===== src/rtl/dphy_tim_pkg.sv =====
package dphy_tim_pkg;

   localparam int NUM_FIELDS = 14;
   localparam int FIELD_W    = 8;
   localparam int NUM_QUOT   = 8;
   localparam int NUM_STEPS  = NUM_QUOT + 2;
   localparam int NUM_SLOTS  = 16;

   typedef enum logic [1:0] {
      S_IDLE  = 2'd0,
      S_ISSUE = 2'd1,
      S_WAIT  = 2'd2,
      S_PACK  = 2'd3
   } seq_state_t;

   // constant term of each rounded-up quotient
   function automatic int quot_base(input int idx);
      case (idx)
         0:       return 60;
         1:       return 50;
         2:       return 110;
         3:       return 77;
         4:       return 336;
         5:       return 100;
         6:       return 64;
         default: return 80;
      endcase
   endfunction

   // multiplier of the unit interval in each quotient numerator
   function automatic int quot_coef(input int idx);
      case (idx)
         1:       return 5;
         2:       return 6;
         3:       return 4;
         7:       return 52;
         default: return 0;
      endcase
   endfunction

   // byte slot (word*4 + byte) to field index, -1 for a zero byte
   function automatic int slot_field(input int slot);
      case (slot)
         8:       return -1;
         9:       return 8;
         10:      return 9;
         11:      return 10;
         12:      return 11;
         13:      return 12;
         14:      return 13;
         15:      return -1;
         default: return slot;
      endcase
   endfunction

endpackage


===== src/rtl/dphy_tim_div.sv =====
module dphy_tim_div #(
   parameter int W = 32
) (
   input  logic         clk,
   input  logic         rst_n,
   input  logic         go,
   input  logic [W-1:0] num,
   input  logic [W-1:0] den,
   output logic         done,
   output logic [W-1:0] quo
);
   localparam int CNT_W = $clog2(W + 1);

   logic [W:0]       rem_r;
   logic [W-1:0]     qr_r;
   logic [W-1:0]     den_h;
   logic [W-1:0]     num_h;
   logic [CNT_W-1:0] cnt_r;
   logic             run_r;
   logic             done_r;
   logic [W:0]       shifted;
   logic             fits;

   assign shifted = {rem_r[W-1:0], qr_r[W-1]};
   assign fits    = shifted >= {1'b0, den_h};

   always_ff @(posedge clk or negedge rst_n) begin
      if (!rst_n) begin
         rem_r  <= '0;
         qr_r   <= '0;
         den_h  <= '0;
         num_h  <= '0;
         cnt_r  <= '0;
         run_r  <= 1'b0;
         done_r <= 1'b0;
      end else begin
         done_r <= 1'b0;
         if (go) begin
            rem_r <= '0;
            qr_r  <= num;
            den_h <= den;
            num_h <= num;
            cnt_r <= CNT_W'(W);
            run_r <= 1'b1;
         end else if (run_r) begin
            rem_r <= fits ? (shifted - {1'b0, den_h}) : shifted;
            qr_r  <= {qr_r[W-2:0], fits};
            cnt_r <= cnt_r - CNT_W'(1);
            if (cnt_r == CNT_W'(1)) begin
               run_r  <= 1'b0;
               done_r <= 1'b1;
            end
         end
      end
   end

   assign done = done_r;
   assign quo  = qr_r;


   div_result_chk: assert property (@(posedge clk) disable iff (!rst_n)
      done_r |-> (({{W{1'b0}}, qr_r} * {{W{1'b0}}, den_h}) + {{W{1'b0}}, rem_r[W-1:0]}
                  == {{W{1'b0}}, num_h}) && (rem_r[W-1:0] < den_h));

endmodule


===== src/rtl/dphy_tim_seq.sv =====
module dphy_tim_seq
   import dphy_tim_pkg::*;
#(
   parameter int W      = 32,
   parameter int RATE_W = 16
) (
   input  logic                       clk,
   input  logic                       rst_n,
   input  logic                       start,
   input  logic [RATE_W-1:0]          rate,
   output logic                       busy,
   output logic                       fin,
   output logic [NUM_QUOT-1:0][W-1:0] quots
);
   localparam int STEP_W = $clog2(NUM_STEPS);
   localparam int QI_W   = $clog2(NUM_QUOT);

   seq_state_t                 st_r;
   logic [STEP_W-1:0]          step_r;
   logic [RATE_W-1:0]          rate_r;
   logic [W-1:0]               ui_r;
   logic [W-1:0]               cy_r;
   logic [NUM_QUOT-1:0][W-1:0] q_r;
   logic [W-1:0]               num;
   logic [W-1:0]               den;
   logic [QI_W-1:0]            qidx;
   logic                       div_done;
   logic [W-1:0]               div_q;

   assign qidx = QI_W'(step_r - STEP_W'(2));

   always_comb begin
      if (step_r == STEP_W'(0)) begin
         num = W'(1000);
         den = W'(rate_r);
      end else if (step_r == STEP_W'(1)) begin
         num = W'(8000);
         den = W'(rate_r);
      end else begin
         num = W'(quot_base(int'(qidx))) + W'(quot_coef(int'(qidx))) * ui_r
               + cy_r - W'(1);
         den = cy_r;
      end
   end

   dphy_tim_div #(.W(W)) div_i (
      .clk  (clk),
      .rst_n(rst_n),
      .go   (st_r == S_ISSUE),
      .num  (num),
      .den  (den),
      .done (div_done),
      .quo  (div_q)
   );

   always_ff @(posedge clk or negedge rst_n) begin
      if (!rst_n) begin
         st_r   <= S_IDLE;
         step_r <= '0;
         rate_r <= '0;
         ui_r   <= '0;
         cy_r   <= '0;
         q_r    <= '0;
      end else begin
         case (st_r)
            S_IDLE: begin
               if (start && (rate != '0)) begin
                  rate_r <= rate;
                  step_r <= '0;
                  st_r   <= S_ISSUE;
               end
            end
            S_ISSUE: st_r <= S_WAIT;
            S_WAIT: begin
               if (div_done) begin
                  if (step_r == STEP_W'(0))      ui_r <= div_q + W'(1);
                  else if (step_r == STEP_W'(1)) cy_r <= div_q + W'(1);
                  else                           q_r[qidx] <= div_q;
                  if (step_r == STEP_W'(NUM_STEPS - 1)) begin
                     st_r <= S_PACK;
                  end else begin
                     step_r <= step_r + STEP_W'(1);
                     st_r   <= S_ISSUE;
                  end
               end
            end
            default: st_r <= S_IDLE;
         endcase
      end
   end

   assign busy  = (st_r != S_IDLE);
   assign fin   = (st_r == S_PACK);
   assign quots = q_r;


   start_ignore_chk: assert property (@(posedge clk) disable iff (!rst_n)
      (start && busy) |=> $stable(rate_r));


   period_nonzero_chk: assert property (@(posedge clk) disable iff (!rst_n)
      (st_r == S_ISSUE && step_r > STEP_W'(1)) |-> (cy_r != '0));

endmodule


===== src/rtl/dphy_tim_pack.sv =====
module dphy_tim_pack
   import dphy_tim_pkg::*;
#(
   parameter int W = 32
) (
   input  logic [NUM_QUOT-1:0][W-1:0]     quots,
   input  logic [NUM_FIELDS-1:0]          ovr_mask,
   input  logic [NUM_FIELDS*FIELD_W-1:0]  ovr_data,
   output logic [3:0][4*FIELD_W-1:0]      words,
   output logic                           sat_any
);
   localparam logic [W-1:0] FMAX = W'((1 << FIELD_W) - 1);

   logic [NUM_FIELDS-1:0][W-1:0]       raw;
   logic [NUM_FIELDS-1:0][FIELD_W-1:0] fld;
   logic [NUM_FIELDS-1:0]              sat;
   logic [W-1:0]                       lpx;

   assign lpx = quots[0];

   always_comb begin
      raw[0]  = lpx;
      raw[1]  = quots[1];
      raw[2]  = quots[2];
      raw[3]  = quots[3];
      raw[4]  = lpx << 2;
      raw[5]  = (lpx + (lpx << 1)) >> 1;
      raw[6]  = lpx + (lpx << 2);
      raw[7]  = lpx << 1;
      raw[8]  = W'(1);
      raw[9]  = quots[4];
      raw[10] = quots[5] + W'(10);
      raw[11] = quots[6];
      raw[12] = quots[7];
      raw[13] = lpx << 1;
   end

   for (genvar f = 0; f < NUM_FIELDS; f++) begin : g_fld
      assign sat[f] = !ovr_mask[f] && (raw[f] > FMAX);
      assign fld[f] = ovr_mask[f] ? ovr_data[f*FIELD_W +: FIELD_W]
                    : (sat[f] ? FMAX[FIELD_W-1:0] : raw[f][FIELD_W-1:0]);
   end

   for (genvar s = 0; s < NUM_SLOTS; s++) begin : g_slot
      localparam int FI = slot_field(s);
      if (FI < 0) begin : g_zero
         assign words[s/4][(s%4)*FIELD_W +: FIELD_W] = '0;
      end else begin : g_map
         assign words[s/4][(s%4)*FIELD_W +: FIELD_W] = fld[FI];
      end
   end

   assign sat_any = |sat;

endmodule


===== src/rtl/dphy_tim_gen.sv =====
module dphy_tim_gen
   import dphy_tim_pkg::*;
#(
   parameter int RATE_W = 16,
   parameter int DIV_W  = 32
) (
   input  logic                          clk,
   input  logic                          rst_n,
   input  logic                          start_i,
   input  logic [RATE_W-1:0]             rate_i,
   input  logic [NUM_FIELDS-1:0]         ovr_mask_i,
   input  logic [NUM_FIELDS*FIELD_W-1:0] ovr_data_i,
   output logic                          busy_o,
   output logic                          done_o,
   output logic                          err_o,
   output logic                          ovf_o,
   output logic [31:0]                   word0_o,
   output logic [31:0]                   word1_o,
   output logic [31:0]                   word2_o,
   output logic [31:0]                   word3_o
);
   localparam int WORD_W = 4 * FIELD_W;

   if (DIV_W < 20 || RATE_W > DIV_W || RATE_W < 1) begin : g_bad_cfg
      $error("dphy_tim_gen: DIV_W must be >= 20 and >= RATE_W");
   end
   if (WORD_W != 32) begin : g_bad_word
      $error("dphy_tim_gen: packed words must be 32 bits");
   end

   logic                              busy;
   logic                              fin;
   logic [NUM_QUOT-1:0][DIV_W-1:0]    quots;
   logic [NUM_FIELDS-1:0]             mask_r;
   logic [NUM_FIELDS*FIELD_W-1:0]     data_r;
   logic [3:0][WORD_W-1:0]            packed_w;
   logic [3:0][WORD_W-1:0]            words_r;
   logic                              sat_any;
   logic                              done_r, err_r, ovf_r;
   logic                              accept;

   assign accept = start_i && !busy;

   dphy_tim_seq #(.W(DIV_W), .RATE_W(RATE_W)) seq_i (
      .clk  (clk),
      .rst_n(rst_n),
      .start(start_i),
      .rate (rate_i),
      .busy (busy),
      .fin  (fin),
      .quots(quots)
   );

   dphy_tim_pack #(.W(DIV_W)) pack_i (
      .quots   (quots),
      .ovr_mask(mask_r),
      .ovr_data(data_r),
      .words   (packed_w),
      .sat_any (sat_any)
   );

   always_ff @(posedge clk or negedge rst_n) begin
      if (!rst_n) begin
         mask_r  <= '0;
         data_r  <= '0;
         words_r <= '0;
         done_r  <= 1'b0;
         err_r   <= 1'b0;
         ovf_r   <= 1'b0;
      end else begin
         done_r <= 1'b0;
         if (accept) begin
            mask_r <= ovr_mask_i;
            data_r <= ovr_data_i;
            if (rate_i == '0) begin
               done_r <= 1'b1;
               err_r  <= 1'b1;
            end
         end
         if (fin) begin
            words_r <= packed_w;
            done_r  <= 1'b1;
            err_r   <= 1'b0;
            ovf_r   <= ovf_r | sat_any;
         end
      end
   end

   assign busy_o  = busy;
   assign done_o  = done_r;
   assign err_o   = err_r;
   assign ovf_o   = ovf_r;
   assign word0_o = words_r[0];
   assign word1_o = words_r[1];
   assign word2_o = words_r[2];
   assign word3_o = words_r[3];


   zero_rate_chk: assert property (@(posedge clk) disable iff (!rst_n)
      (start_i && !busy_o && rate_i == '0) |=> (done_o && err_o && !busy_o));


   done_pulse_chk: assert property (@(posedge clk) disable iff (!rst_n)
      done_o |=> (!done_o || $past(start_i)));


   ovf_sticky_chk: assert property (@(posedge clk) disable iff (!rst_n)
      ovf_o |=> ovf_o);


   words_stable_chk: assert property (@(posedge clk) disable iff (!rst_n)
      !done_o |-> ($stable(word0_o) && $stable(word1_o) &&
                   $stable(word2_o) && $stable(word3_o)));


   zero_bytes_chk: assert property (@(posedge clk) disable iff (!rst_n)
      done_o |-> (word2_o[7:0] == 8'h00 && word3_o[31:24] == 8'h00));

endmodule


===== config.mk =====
export PLATFORM = sky130hd
export DESIGN_NAME = dphy_tim_gen
export DESIGN_NICKNAME = d
export VERILOG_FILES = /design/src/rtl/dphy_tim_pkg.sv /design/src/rtl/dphy_tim_div.sv /design/src/rtl/dphy_tim_seq.sv /design/src/rtl/dphy_tim_pack.sv /design/src/rtl/dphy_tim_gen.sv
export SDC_FILE = /design/constraint.sdc
export NUM_CORES = 2
export LEC_CHECK = 0
export BUFFER_PORTS_ARGS = -buffer_cell sky130_fd_sc_hd__buf_4
export CORE_AREA = 5 5 342 344
export DETAILED_ROUTE_END_ITERATION = 8
export DIE_AREA = 0 0 347 349
export PLACE_DENSITY_LB_ADDON = 0.2
export SYNTH_ARGS = -nofsm -noshare
export SYNTH_HDL_FRONTEND = slang
export SYNTH_HIERARCHICAL = 1
export SYNTH_SLANG_ARGS = --single-unit

===== constraint.sdc =====
create_clock -name clk -period 14.1 [get_ports clk]
set_input_delay 0.705 -clock clk [delete_from_list [all_inputs] [get_ports clk]]
set_output_delay 0.705 -clock clk [all_outputs]
set_load 0.01 [all_outputs]

; ---- Yosys cells after proc, flatten, opt, wreduce, memory -nomap -nowiden
; Cells that the tools add are included.
[word_totals]
ff_bits = 687
latchBits = 0
ram_bits = 0
romBits = 0
in_bits = 145
output_inout_bits = 132
elab_cells = 189
memories = 0
[op_classes]
addsub = 11
mul = 1
div_mod_pow = 0
n_lt_le_gt_ge = 15
n_eq_ne = 16
n_shift = 0
mux = 67
bitwise = 3
n_reduce_logical = 48
[op_table]
columns = cell, count
row1 = $mux W32, 14
row2 = $gt A32 B8 Y1 const B, 11
row3 = $bwmux W256, 1
row4 = $mux W8, 27
row5 = $add A32 B32 Y32, 4
row6 = $demux W32 S3, 1
row7 = $pmux W9 S7, 1
row8 = $ge A33 B32 Y1, 1
row9 = $add A32 B1 Y32 const B, 1
row10 = $add A32 B4 Y32 const B, 1
row11 = $mul A32 B32 Y32, 1
row12 = $sub A32 B1 Y32 const B, 1
row13 = $sub A32 B32 Y32, 1
row14 = $gt A31 B8 Y1 const B, 1
row15 = $pmux W6 S4, 1
row16 = $logic_and A1 B1 Y1, 16
row17 = $logic_not A16 Y1, 1
row18 = $reduce_bool A16 Y1, 1
row19 = $logic_not A1 Y1, 14
row20 = $reduce_or A13 Y1, 1
row21 = $eq A3 B3 Y1 const B, 4
row22 = $mux W1, 12
row23 = $mux W4, 3
row24 = $mux W6, 2
row25 = other kinds (26), 40

; ---- Logic depth before layout (Yosys ltp)
[depth]
depth_word = 12
mapped_depth = 33

; ---- By module
; The synthesis kept the hierarchy.
[by_module_without_submodules]
columns = module, n_inst, cells_per_inst, area_each_um2
row1 = dphy_tim_seq, 1, 1921, 22002.4
row2 = dphy_tim_gen, 1, 551, 9724.3
row3 = dphy_tim_pack, 1, 1096, 6927.9
row4 = dphy_tim_div, 1, 725, 6412.4

; ---- Worst setup path before layout
; OpenSTA, ideal clock, no wires.
[synth_path]
path_type = register to register
start = reg seq_i.step_r[2]
end = reg seq_i.div_i.qr_r[29], in the netlist seq_i/div_i/quo[29]
setup_time_ns = 0.133
arrival_time_ns = 7.156
required_ns = 13.967
path_slack_ns = 6.811
stages_incl_launch_ff = 34
path_cell_list = dfrtp_1 clkbuf_1 inv_1 ha_1 clkbuf_1 and2_1 clkbuf_1 nand2_1 fa_1 inv_1 fa_1 inv_1 fa_1 inv_1 ha_1 ha_1 inv_1 fa_1 inv_1 fa_1 inv_1 fa_1 inv_1 ha_1 o21a_1 o21a_1 o221a_1 and4bb_1 nor2_2 a41oi_2 o21ai_1 mux2i_1 nand2_1 o21ai_0
[synth_via]
elab_chain_cells = 12
elab_cells_between_ends = 24
classes_between = add/sub: 4 / mul: 1 / eq/ne: 8 / mux: 9 / reduce/logical: 2
[synth_lines]
columns = item, line_no
row1 = start: declaration, dphy_tim_seq.sv:19  ; logic [STEP_W-1:0] step_r;
row2 = start signal: assignment, dphy_tim_seq.sv:82  ; step_r <= step_r + STEP_W'(1);
row3 = $sub A3 B2 Y3, dphy_tim_seq.sv:30  ; assign qidx = QI_W'(step_r - STEP_W'(2));
row4 = "$eq A3 B3 Y1, or another cell as far along", dphy_tim_pkg.sv:32  ; case (idx)
row5 = $pmux W6 S4, dphy_tim_pkg.sv:32
row6 = $mux W32, dphy_tim_seq.sv:36  ; end else if (step_r == STEP_W'(1)) begin
row7 = $mux W32, dphy_tim_seq.sv:33  ; if (step_r == STEP_W'(0)) begin
row8 = $mul A32 B32 Y32, dphy_tim_seq.sv:40  ; num = W'(quot_base(int'(qidx))) + W'(quot_coef(int'(qidx))) * ui_r
row9 = $add A32 B32 Y32, dphy_tim_seq.sv:40
row10 = $add A32 B32 Y32, dphy_tim_seq.sv:41  ; + cy_r - W'(1);
row11 = $sub A32 B1 Y32, dphy_tim_seq.sv:41
row12 = $mux W32, dphy_tim_seq.sv:36
row13 = $mux W32 *, dphy_tim_seq.sv:33
row14 = named net seq_i.num[29], dphy_tim_seq.sv:24  ; logic [W-1:0] num;
row15 = $mux W32 *, dphy_tim_div.sv:38  ; if (go) begin
row16 = end signal: assignment, dphy_tim_div.sv:40  ; qr_r <= num;
row17 = end signal: assignment, dphy_tim_div.sv:47  ; qr_r <= {qr_r[W-2:0], fits};
row18 = end: declaration, dphy_tim_div.sv:15  ; logic [W-1:0] qr_r;
; Mark *: on every way through the listed nets, which the timed path passes. The rest lies on a longest branch. The select of a mux whose other input is x is not followed.
; A chain may end at the register's enable or synchronous reset.

; ---- Final worst setup path
[layout_path]
start = reg seq_i.step_r[2]
end = reg seq_i.div_i.qr_r[27], in the netlist seq_i/div_i/quo[27]
; The elaborated chain is that of the path after synthesis.

==> impl_metrics.tcl <==
set metrics [dict create \
    outcome "completed" \
    cts_buffers 79 \
    rr_startpoint "seq_i/step_r[2]$_DFFE_PN0P_" \
    grt-ovfl-total 0 \
    async_flop_share_pct 100 \
    worst_ep_required_time_ns 14.58 \
    clock.fmax_mhz 121 \
    die_w_um 347 \
    p_switching_mw 0.988 \
    grt_pass1_vias 33400 \
    synth_cells 4293 \
    fin_crit_ns 8.24 \
    finalSetupViolCount 0 \
    cpMostUsedCell "inv_1" \
    drive_gt1_share_pct 22.7 \
    critPathMaxStageDelay_ns 0.71 \
    finClkSkew_ns 0.0304 \
    relSlewSlack_pct 23.2 \
    powerDensity_nw_per_um2 86.5 \
    drv_cap 0 \
    cts_tree "built" \
    comb_power_share_pct 2.7 \
    n_fill_cell 10900 \
    ys_warn_count 6 \
    hold_buffers 0 \
    fp-row-count 124 \
    gp_congestion 0.898 \
    start_util_pct 39.7 \
    swShare_pct 22.3 \
    fin_area_um2 51200 \
    intPower_mw 3.44 \
    final-hold-violation-count 0 \
    cts_buffer_depth 3 \
    dr.pass1.iters 6 \
    antenna_found_initial 6 \
    nets 5099 \
    synth_cell_types 109 \
    drc_errors 0 \
    cts_setup_buffers 0 \
    track_usage_pct 20.7 \
    insertion_delay_ns 0.65 \
    cp-start-kind "register" \
    route.vias.total 32400 \
    crit_fanout 56 \
    dr.first_iter.drc_count 2273 \
    utilization_pct 45.0 \
    cts_resized 0 \
    place_area_um2 48300 \
    yosys_register_bits 703 \
    die-area_um2 121000 \
    coreArea_um2 114000 \
    period_share_pct 58.5 \
    areaGrowthSynthToFinish_pct 13.5 \
    worstHoldPathType "input port to asynchronous set/reset pin" \
    grt_pass1_wl_mm 200 \
    tightest_slew_ns 1.15 \
    vdd_drop_max_uv 99.5 \
    io_buffers 276 \
    netlist_area_um2 45100 \
    synth_edf_count 0 \
    dp_hpwl_mm 90.5 \
    p_clk_share_pct 50.9 \
    wl_mm 127 \
    die_h_um 349 \
    rsz0062_at_grt "false" \
    grt_start_max_net_pins 174 \
    clk_pin_slew_ns 0.06 \
    maxSlewViolCount 0 \
    cpMaxStageDelayCell "and2_1" \
    numClockSinks 703 \
    synthFlopType "dfrtp_1" \
    cp.arrival_ns 8.72 \
    htreeDepth 3 \
    seq_area_frac_synth_pct 39.0 \
    viasPerCell 5.36 \
    cp-end-kind "register" \
    tns_ns 0 \
    io_pins 277 \
    worstSetupPathType "register to register" \
    startpoint "seq_i/step_r[2]$_DFFE_PN0P_" \
    seqPwrFrac_pct 46.4 \
    power.leakage_nw 25.9 \
    avgSynthCellArea_um2 10.5 \
    wl_per_cell_um 20.9 \
    drt.antenna.violating_nets 0 \
    cts_root_buffer "clkbuf_16" \
]
==> per-stage QoR <==
step / hold WS, ns / setup WS (ns) / power, mW / cells
after floorplan: 0.409 / 6.81 / 2.13 / 4308
after global placement: 0.443 / 5.96 / 2.21 / 5912
after detailed placement: 0.454 / 5.86 / 2.22 / 5912
after CTS: 0.138 / 5.80 / 4.49 / 6054
after global routing: 0.165 / 5.27 / 4.58 / 6054
final: 0.112 / 5.86 / 4.42 / 6055
==> placed cells by master, fill, tap and decap left out, types with 30 or more instances in the layout <==
cell type and instances:
inv_1 341, ha_1 323, and2_1 87, mux2i_1 63
dfrtp_1 702, xnor2_1 71, fa_1 150, nor2b_1 68
nor2_1 251, nand2_1 317, nor4_1 50, buf_4 318
a21oi_1 260, o21ai_0 167, xor2_1 53, mux2_2 481
nand3_1 60, nand4_1 42, nand2b_1 30, clkbuf_16 81
nor3_1 55, a21o_1 32, and3_1 67
==> power by group through the flow <==
| stage | Clock, mW | Sequential, mW | Combinational [mW] |
|---|---|---|---|
| floorplan | 0 | 2.08 | 0.0488 |
| global placement | 0 | 2.09 | 0.123 |
| detailed placement | 0 | 2.09 | 0.124 |
| CTS | 2.31 | 2.05 | 0.124 |
| global route | 2.39 | 2.06 | 0.137 |
| finish | 2.25 | 2.05 | 0.120 |
==> logic make-up after synthesis <==
group                    after synthesis  share of synthesized area, %
AND/OR/NAND/NOR                     1103                          12.2
AO/OA/AOI/OAI                        717                          10.1
flip-flops                           703                          39.0
multiplexers                         602                          15.1
buffers and inverters                570                          5.51
adder cells (fa/ha/maj)              473                          15.6
XOR/XNOR                             124                          2.41
other                                  1                       0.00832
==> layer usage <==
metal | GRT usage (%) | routed length, µm | vias to the layer above
li1 | - | - | 15300
met4 | 5.28 | 3270 | 6
met5 | 0 | 52 | -
met3 | 4.36 | 7340 | 180
met2 | 33.7 | 58800 | 732
met1 | 28.3 | 57300 | 16200
==> final timing paths <==
path,endpoint,slack [ns],cells after the start
max in group asynchronous,seq_i/quots[226]$_DFFE_PN0P_,11.70,3
worst min-delay path,seq_i/rate_r[10]$_DFFE_PN0P_,0.11,1
worst min register to register,ovf_o$_DFFE_PN0P_,0.48,1
min in group clk,data_r[75]$_DFFE_PN0P_,0.28,2
worst max register to register,seq_i/div_i/quo[27]$_DFFE_PN0P_,5.86,31
worst max-delay path,seq_i/div_i/quo[27]$_DFFE_PN0P_,5.86,31
==> final cells by class <==
cell class | instances | area [µm²] | area share (%)
Antenna cell | 1 | 2.50 | 0.00489
Sequential cell | 703 | 17600 | 34.4
Multi-Input combinational cell | 3035 | 25100 | 49.0
Timing Repair Buffer | 321 | 2440 | 4.77
Tap cell | 1512 | 1890 | 3.70
Inverter | 341 | 1280 | 2.50
Clock inverter | 35 | 549 | 1.07
Clock buffer | 107 | 2300 | 4.51
==> sequential cells by signal (all words and copies together) (netlist names), 16 cells and up <==
| signal | cells |
|---|---|
| seq_i/div_i/rem_r | 32 |
| word2_o | 32 |
| seq_i/quots | 256 |
| seq_i/rate_r | 16 |
| seq_i/div_i/quo | 32 |
| seq_i/div_i/den_h | 32 |
| seq_i/cy_r | 32 |
| word1_o | 32 |
| data_r | 112 |
| word0_o | 32 |
| seq_i/ui_r | 32 |
| word3_o | 32 |
==> synth_stat cells, types with 36 or more instances <==
cell type / instances / share of area [%]
dfrtp_1: 703 / 39
mux2_2: 481 / 12
inv_1: 341 / 2.8
ha_1: 323 / 9.0
nand2_1: 317 / 2.6
a21oi_1: 261 / 2.9
nor2_1: 252 / 2.1
o21ai_0: 168 / 1.9
fa_1: 150 / 6.7
clkbuf_1: 130 / 1.1
and2_1: 88 / 1.2
xnor2_1: 71 / 1.4
nor2b_1: 69 / 0.96
and3_1: 67 / 0.93
mux2i_1: 63 / 1.4
nand3_1: 60 / 0.67
nor3_1: 55 / 0.61
xor2_1: 53 / 1.0
nor4_1: 50 / 0.69
nand4_1: 42 / 0.58
buf_2: 36 / 0.40
==> worst max-delay path, delay by kind of cell (launching register included) <==
kind                     cells  cell delay (ns)
buffers and inverters        9             0.97
AND/OR/NAND/NOR              6             1.44
adder cells (fa/ha/maj)     10             3.85
AO/OA/AOI/OAI                5             1.05
flip-flops                   1             0.57
XOR/XNOR                     1             0.17
Power figures use the tool's default switching activity.
